==> config.mk <==
export PLATFORM = sky130hd
export DESIGN_NAME = xover_ctrl
export DESIGN_NICKNAME = d
export VERILOG_FILES = /design/src/rtl/xover_pkg.sv /design/src/rtl/xover_regs.sv /design/src/rtl/xover_slot_timer.sv /design/src/rtl/xover_pair_fsm.sv /design/src/rtl/xover_ctrl.sv
export SDC_FILE = /design/constraint.sdc
export NUM_CORES = 1
export LEC_CHECK = 0
export BUFFER_PORTS_ARGS = -buffer_cell sky130_fd_sc_hd__buf_4
export CAP_MARGIN = 10
export CORE_MARGIN = 2
export CORE_UTILIZATION = 55
export DETAILED_ROUTE_END_ITERATION = 7
export PLACE_DENSITY = 0.71
export SKIP_LAST_GASP = 1
export SLEW_MARGIN = 25
export SYNTH_ARGS = -nofsm -noshare
export SYNTH_HDL_FRONTEND = slang
export SYNTH_SLANG_ARGS = --single-unit
==> constraint.sdc <==
create_clock -name clk -period 30.5 [get_ports clk]
set_input_delay 3.05 -clock clk [delete_from_list [all_inputs] [get_ports clk]]
set_output_delay 3.05 -clock clk [all_outputs]
set_load 0.01 [all_outputs]
==> src/rtl/xover_pkg.sv <==
package xover_pkg;
  // slot length in ticks for a 4-bit code, linear from 80 ms to 105 ms
  function automatic int unsigned slot_ticks(input logic [3:0] code, input int unsigned tpm);
    return 80 * tpm + (int'(code) * 25 * tpm) / 15;
  endfunction

  function automatic int unsigned cnt_width(input int unsigned tpm);
    int unsigned w;
    w = 1;
    while ((1 << w) <= slot_ticks(4'hF, tpm)) w++;
    return w;
  endfunction
endpackage

==> src/rtl/xover_regs.sv <==
module xover_regs (
  input  logic        clk,
  input  logic        rst_n,
  input  logic        wr_en,
  input  logic [15:0] wr_data,
  input  logic        pair_x,
  input  logic        done,
  output logic        auto_en,
  output logic        man_sel,
  output logic [3:0]  slot_code,
  output logic [15:0] rd_data
);
  logic unused_wr_bits;
  assign unused_wr_bits = ^{wr_data[15:8], wr_data[5:4]};

  always_ff @(posedge clk) begin
    if (!rst_n) begin
      auto_en   <= 1'b1;
      man_sel   <= 1'b0;
      slot_code <= 4'd0;
    end else if (wr_en) begin
      auto_en   <= wr_data[7];
      man_sel   <= wr_data[6];
      slot_code <= wr_data[3:0];
    end
  end

  assign rd_data = {8'h00, auto_en, man_sel, pair_x, done, slot_code};
endmodule

==> src/rtl/xover_slot_timer.sv <==
module xover_slot_timer #(
  parameter int unsigned TICKS_PER_MS = 125000
) (
  input  logic       clk,
  input  logic       rst_n,
  input  logic       run,
  input  logic       restart,
  input  logic [3:0] slot_code,
  output logic       expire,
  output logic [xover_pkg::cnt_width(TICKS_PER_MS)-1:0] slot_cnt
);
  import xover_pkg::*;
  localparam int unsigned CNT_W = cnt_width(TICKS_PER_MS);

  logic [CNT_W-1:0] last_val;
  assign last_val = CNT_W'(slot_ticks(slot_code, TICKS_PER_MS) - 1);

  assign expire = run && !restart && (slot_cnt == last_val);

  always_ff @(posedge clk) begin
    if (!rst_n)                         slot_cnt <= '0;
    else if (restart || !run || expire) slot_cnt <= '0;
    else                                slot_cnt <= slot_cnt + 1'b1;
  end
endmodule

==> src/rtl/xover_pair_fsm.sv <==
module xover_pair_fsm (
  input  logic clk,
  input  logic rst_n,
  input  logic auto_en,
  input  logic man_sel,
  input  logic restart,
  input  logic link_act,
  input  logic expire,
  output logic pair_x,
  output logic done
);
  always_ff @(posedge clk) begin
    if (!rst_n) begin
      pair_x <= 1'b0;
      done   <= 1'b0;
    end else if (!auto_en) begin
      pair_x <= man_sel;
      done   <= 1'b0;
    end else if (restart) begin
      done   <= 1'b0;
    end else if (!done && link_act) begin
      done   <= 1'b1;          // lock wins over a same-cycle expiry
    end else if (expire) begin
      pair_x <= ~pair_x;
    end
  end
endmodule

==> src/rtl/xover_ctrl.sv <==
module xover_ctrl #(
  parameter int unsigned TICKS_PER_MS = 125000
) (
  input  logic        clk,
  input  logic        rst_n,
  input  logic        wr_en,
  input  logic [15:0] wr_data,
  output logic [15:0] rd_data,
  input  logic        link_act,
  input  logic        link_loss,
  output logic        pair_x
);
  localparam int unsigned CNT_W = xover_pkg::cnt_width(TICKS_PER_MS);

  logic             auto_en;
  logic             man_sel;
  logic [3:0]       slot_code;
  logic             done;
  logic             slot_expire;
  logic             slot_run;
  logic             search_restart;
  logic [CNT_W-1:0] slot_cnt;

  assign slot_run       = auto_en && !done;
  assign search_restart = wr_en || link_loss;

  xover_regs u_regs (
    .clk(clk), .rst_n(rst_n), .wr_en(wr_en), .wr_data(wr_data),
    .pair_x(pair_x), .done(done), .auto_en(auto_en), .man_sel(man_sel),
    .slot_code(slot_code), .rd_data(rd_data)
  );

  xover_slot_timer #(.TICKS_PER_MS(TICKS_PER_MS)) u_timer (
    .clk(clk), .rst_n(rst_n), .run(slot_run), .restart(search_restart),
    .slot_code(slot_code), .expire(slot_expire), .slot_cnt(slot_cnt)
  );

  xover_pair_fsm u_fsm (
    .clk(clk), .rst_n(rst_n), .auto_en(auto_en), .man_sel(man_sel),
    .restart(search_restart), .link_act(link_act), .expire(slot_expire),
    .pair_x(pair_x), .done(done)
  );
endmodule

==> results.toml <==
[synth]
synth_area_um2 = 15800
yosysMostFrequentCell = "nor2_1"
synth_seq_cells = 32
synth_area_leaders = "xnor2_1 7.4%, ha_1 6.2%, nor2_1 4.9%"
yosysWarnings = 0
ys_top_cells_by_count = "208 x nor2_1, 177 x nand2_1, 134 x xnor2_1"
syn_area_per_cell_um2 = 7.128
synth_edf_count = 0
synthDistinctLibCells = 141
synth_top_area_share_pct = 7.430
synth-seq-area-share_pct = 4.055
ys_async_sr_fraction_pct = 0
syn-instance-count = 2216
synth_flop_cell = "dfxtp_1"
synth_area_leader_cell = "xnor2_1"

[place]
port_buffers = 19
dp.cells = 2614
routabilityCongestion = 0.9823
hpwl_um = 43700

[grt]
grt_max_degree = 21
met2_usage_pct = 60.15
grt_pass1_vias = 16594
antenna_found_initial = 0
grtUsageMet3_pct = 3.070
overflow = 0
track_usage_pct = 33.99
grt_pass1_wl_um = 85880
grtUsageMet1_pct = 41.26
busiest_layer = "met2"

[floorplanning]
core_um2 = 28470
initial_core_util_pct = 55.48
dieArea_um2 = 30090
die_h_um = 173.5
rows = 62
io_pins = 38
die_w_um = 173.5

[clock_network]
cts-root-buf = "clkbuf_16"
cts.path.max_buffers = 2
h-tree-depth = 2
clock_latency_ns = 0.29
cts_made_buffers = 5
cts_tree = "done"
numClockSinks = 32
path_clk_slew_ns = 0.06

[worst_setup_path]
crit_buf_inv = 9
cp.required_ns = 30.72
cp_top_family = "compound AO/OA/AOI/OAI gates"
rr_worst_depth = 98
cpMostUsedCell = "ha_1"
reg2reg_from = "u_regs.slot_code[2]$_SDFFE_PN0P_"
cp.arrival_ns = 29.33
cp-end-kind = "flip-flop"
crit_type = "reg -> reg"
regToRegSetupSlack_ns = 1.39
startpoint_type = "flip-flop"
rr_endpoint = "u_fsm.pair_x$_SDFFE_PN0P_"
critPathMaxFanout = 19
slowest_delay_ns = 0.60
critPathSlowestCell = "or4_4"

[detailed_routing]
route.detailed.drc = 0
vias = 18036
ant_nets = 0
firstDrtPassIters = 6
viasPerCell = 6.811
wl_per_cell_um = 20.41
drt_iter0_markers = 1693
drt-total-wl_um = 54060

[hold_path]
min_from = "u_timer.slot_cnt[0]$_SDFF_PP0_"
holdPathEnd = "u_timer.slot_cnt[0]$_SDFF_PP0_"
hp-class = "reg -> reg"
hold_depth = 1

[finish]
nNetsFinal = 2382
nFillCells = 2680
final_cells = 2648
antennaDiodeCount = 0
multi_input_area_um2 = 14860
synthToLayoutAreaGrowth_pct = 10.28
drive_gt1_share_pct = 15.19
ff_latch_area_um2 = 643.1

[sta]
fin_crit_sh_pct = 95.43
report.final.slew_viol_count = 0
worst_pin_slew_ns = 0.9956
finClkSkew_ns = 0.003277
maxSlewHeadroom_pct = 33.15
finalCriticalPeriod_ns = 29.11
finalHoldViolations = 0
max_freq_ghz = 0.03436
final-setup-viol-count = 0

[run]
cap_violations = 0

[outcome]
status = "complete, no violations"
[how the worst max path moves through the flow]
| stage | from | endpoint | cells after the start |
|---|---|---|---|
| 2_1_floorplan | u_regs.slot_code[1]$_SDFFE_PN0P_ | u_fsm.pair_x$_SDFFE_PN0P_ | 119 |
| 6_report | u_regs.slot_code[2]$_SDFFE_PN0P_ | u_fsm.pair_x$_SDFFE_PN0P_ | 98 |
| 3_5_place_dp | u_regs.slot_code[2]$_SDFFE_PN0P_ | u_fsm.pair_x$_SDFFE_PN0P_ | 102 |
| 3_3_place_gp | u_regs.slot_code[2]$_SDFFE_PN0P_ | u_fsm.pair_x$_SDFFE_PN0P_ | 99 |
| 5_1_grt | u_regs.slot_code[2]$_SDFFE_PN0P_ | u_fsm.pair_x$_SDFFE_PN0P_ | 102 |
| 4_1_cts | u_regs.slot_code[2]$_SDFFE_PN0P_ | u_fsm.pair_x$_SDFFE_PN0P_ | 102 |
[timing repair]
action                     in CTS  in global routing
hold buffers                    0                  0
gates cloned                    0                  1
pin swaps                       0                 17
gates resized for setup         7                 90
setup endpoints to repair      25                 25
setup buffers                   0                 25
[per-stage QoR]
stage | setup slack (ns) | TNS, ns | cell area (um2) | hold slack [ns] | utilization [%]
2_1_floorplan | 2.476 | 0 | 15820 | 0.4439 | -
3_3_place_gp | -0.02255 | -0.02255 | 16580 | 0.4785 | 58.25
3_5_place_dp | -0.4048 | -8.552 | 16580 | 0.4729 | 58.25
4_1_cts | 0.02682 | 0 | 16800 | 0.5013 | 59.01
5_1_grt | -0.03098 | -0.03098 | 17420 | 0.5382 | 61.19
6_report | 1.392 | 0 | 17420 | 0.5138 | 61.19
[per-layer routing]
metal  share of wire, %  vias to the layer above
met4                5.8                        0
li1                   -                     8561
met5                  0                        -
met3                5.4                      187
met2                 48                      702
met1                 41                     8586
[cell families after synthesis]
family / count (synthesis) / share of synthesized area [%]
adders and majority gates: 98 / 8.713
AOI/OAI and AO/OA: 703 / 34.04
muxes: 46 / 3.081
xor gates and xnor gates: 210 / 12.06
buffers and inverters: 174 / 5.093
and+or+nand+nor: 952 / 32.93
DFF: 32 / 4.055
other: 1 / 0.02374
[layout make-up]
type / count / area share (%)
sequential: 32 / 3.692
inverter: 73 / 1.573
multi-input combinational: 2018 / 85.28
tap: 384 / 2.758
timing repair buffer: 133 / 5.732
clock inverter: 3 / 0.2442
clock buffer: 5 / 0.7182
[layout by cell type (no fill, tap or decap), types with 19 or more instances in the layout]
cell type / n
nor3_1: 72
nand2_1: 177
nor4_1: 27
a31oi_1: 36
nand2b_1: 24
a211oi_1: 19
xor2_1: 67
nor2_1: 204
nor2b_1: 23
a21oi_1: 104
a21o_1: 30
o21ai_1: 28
fa_1: 20
and3_1: 39
xnor2_1: 128
nand4_1: 27
mux2i_1: 28
ha_1: 77
o21ai_0: 81
o211ai_1: 37
buf_4: 133
o21a_1: 27
o2111ai_1: 19
nand3_1: 101
or3_1: 20
and2_1: 48
inv_1: 71
dfxtp_1: 30
[sequential cells by signal, indices dropped and copies added (netlist names)]
register / flops
u_fsm.done: 1
u_regs.man_sel: 1
u_regs.auto_en: 1
u_timer.slot_cnt: 24
u_regs.slot_code: 4
u_fsm.pair_x: 1
Power is left out: the tool's default activity adds up to more than one toggle a clock period on the data nets, which glitch-free logic cannot reach.
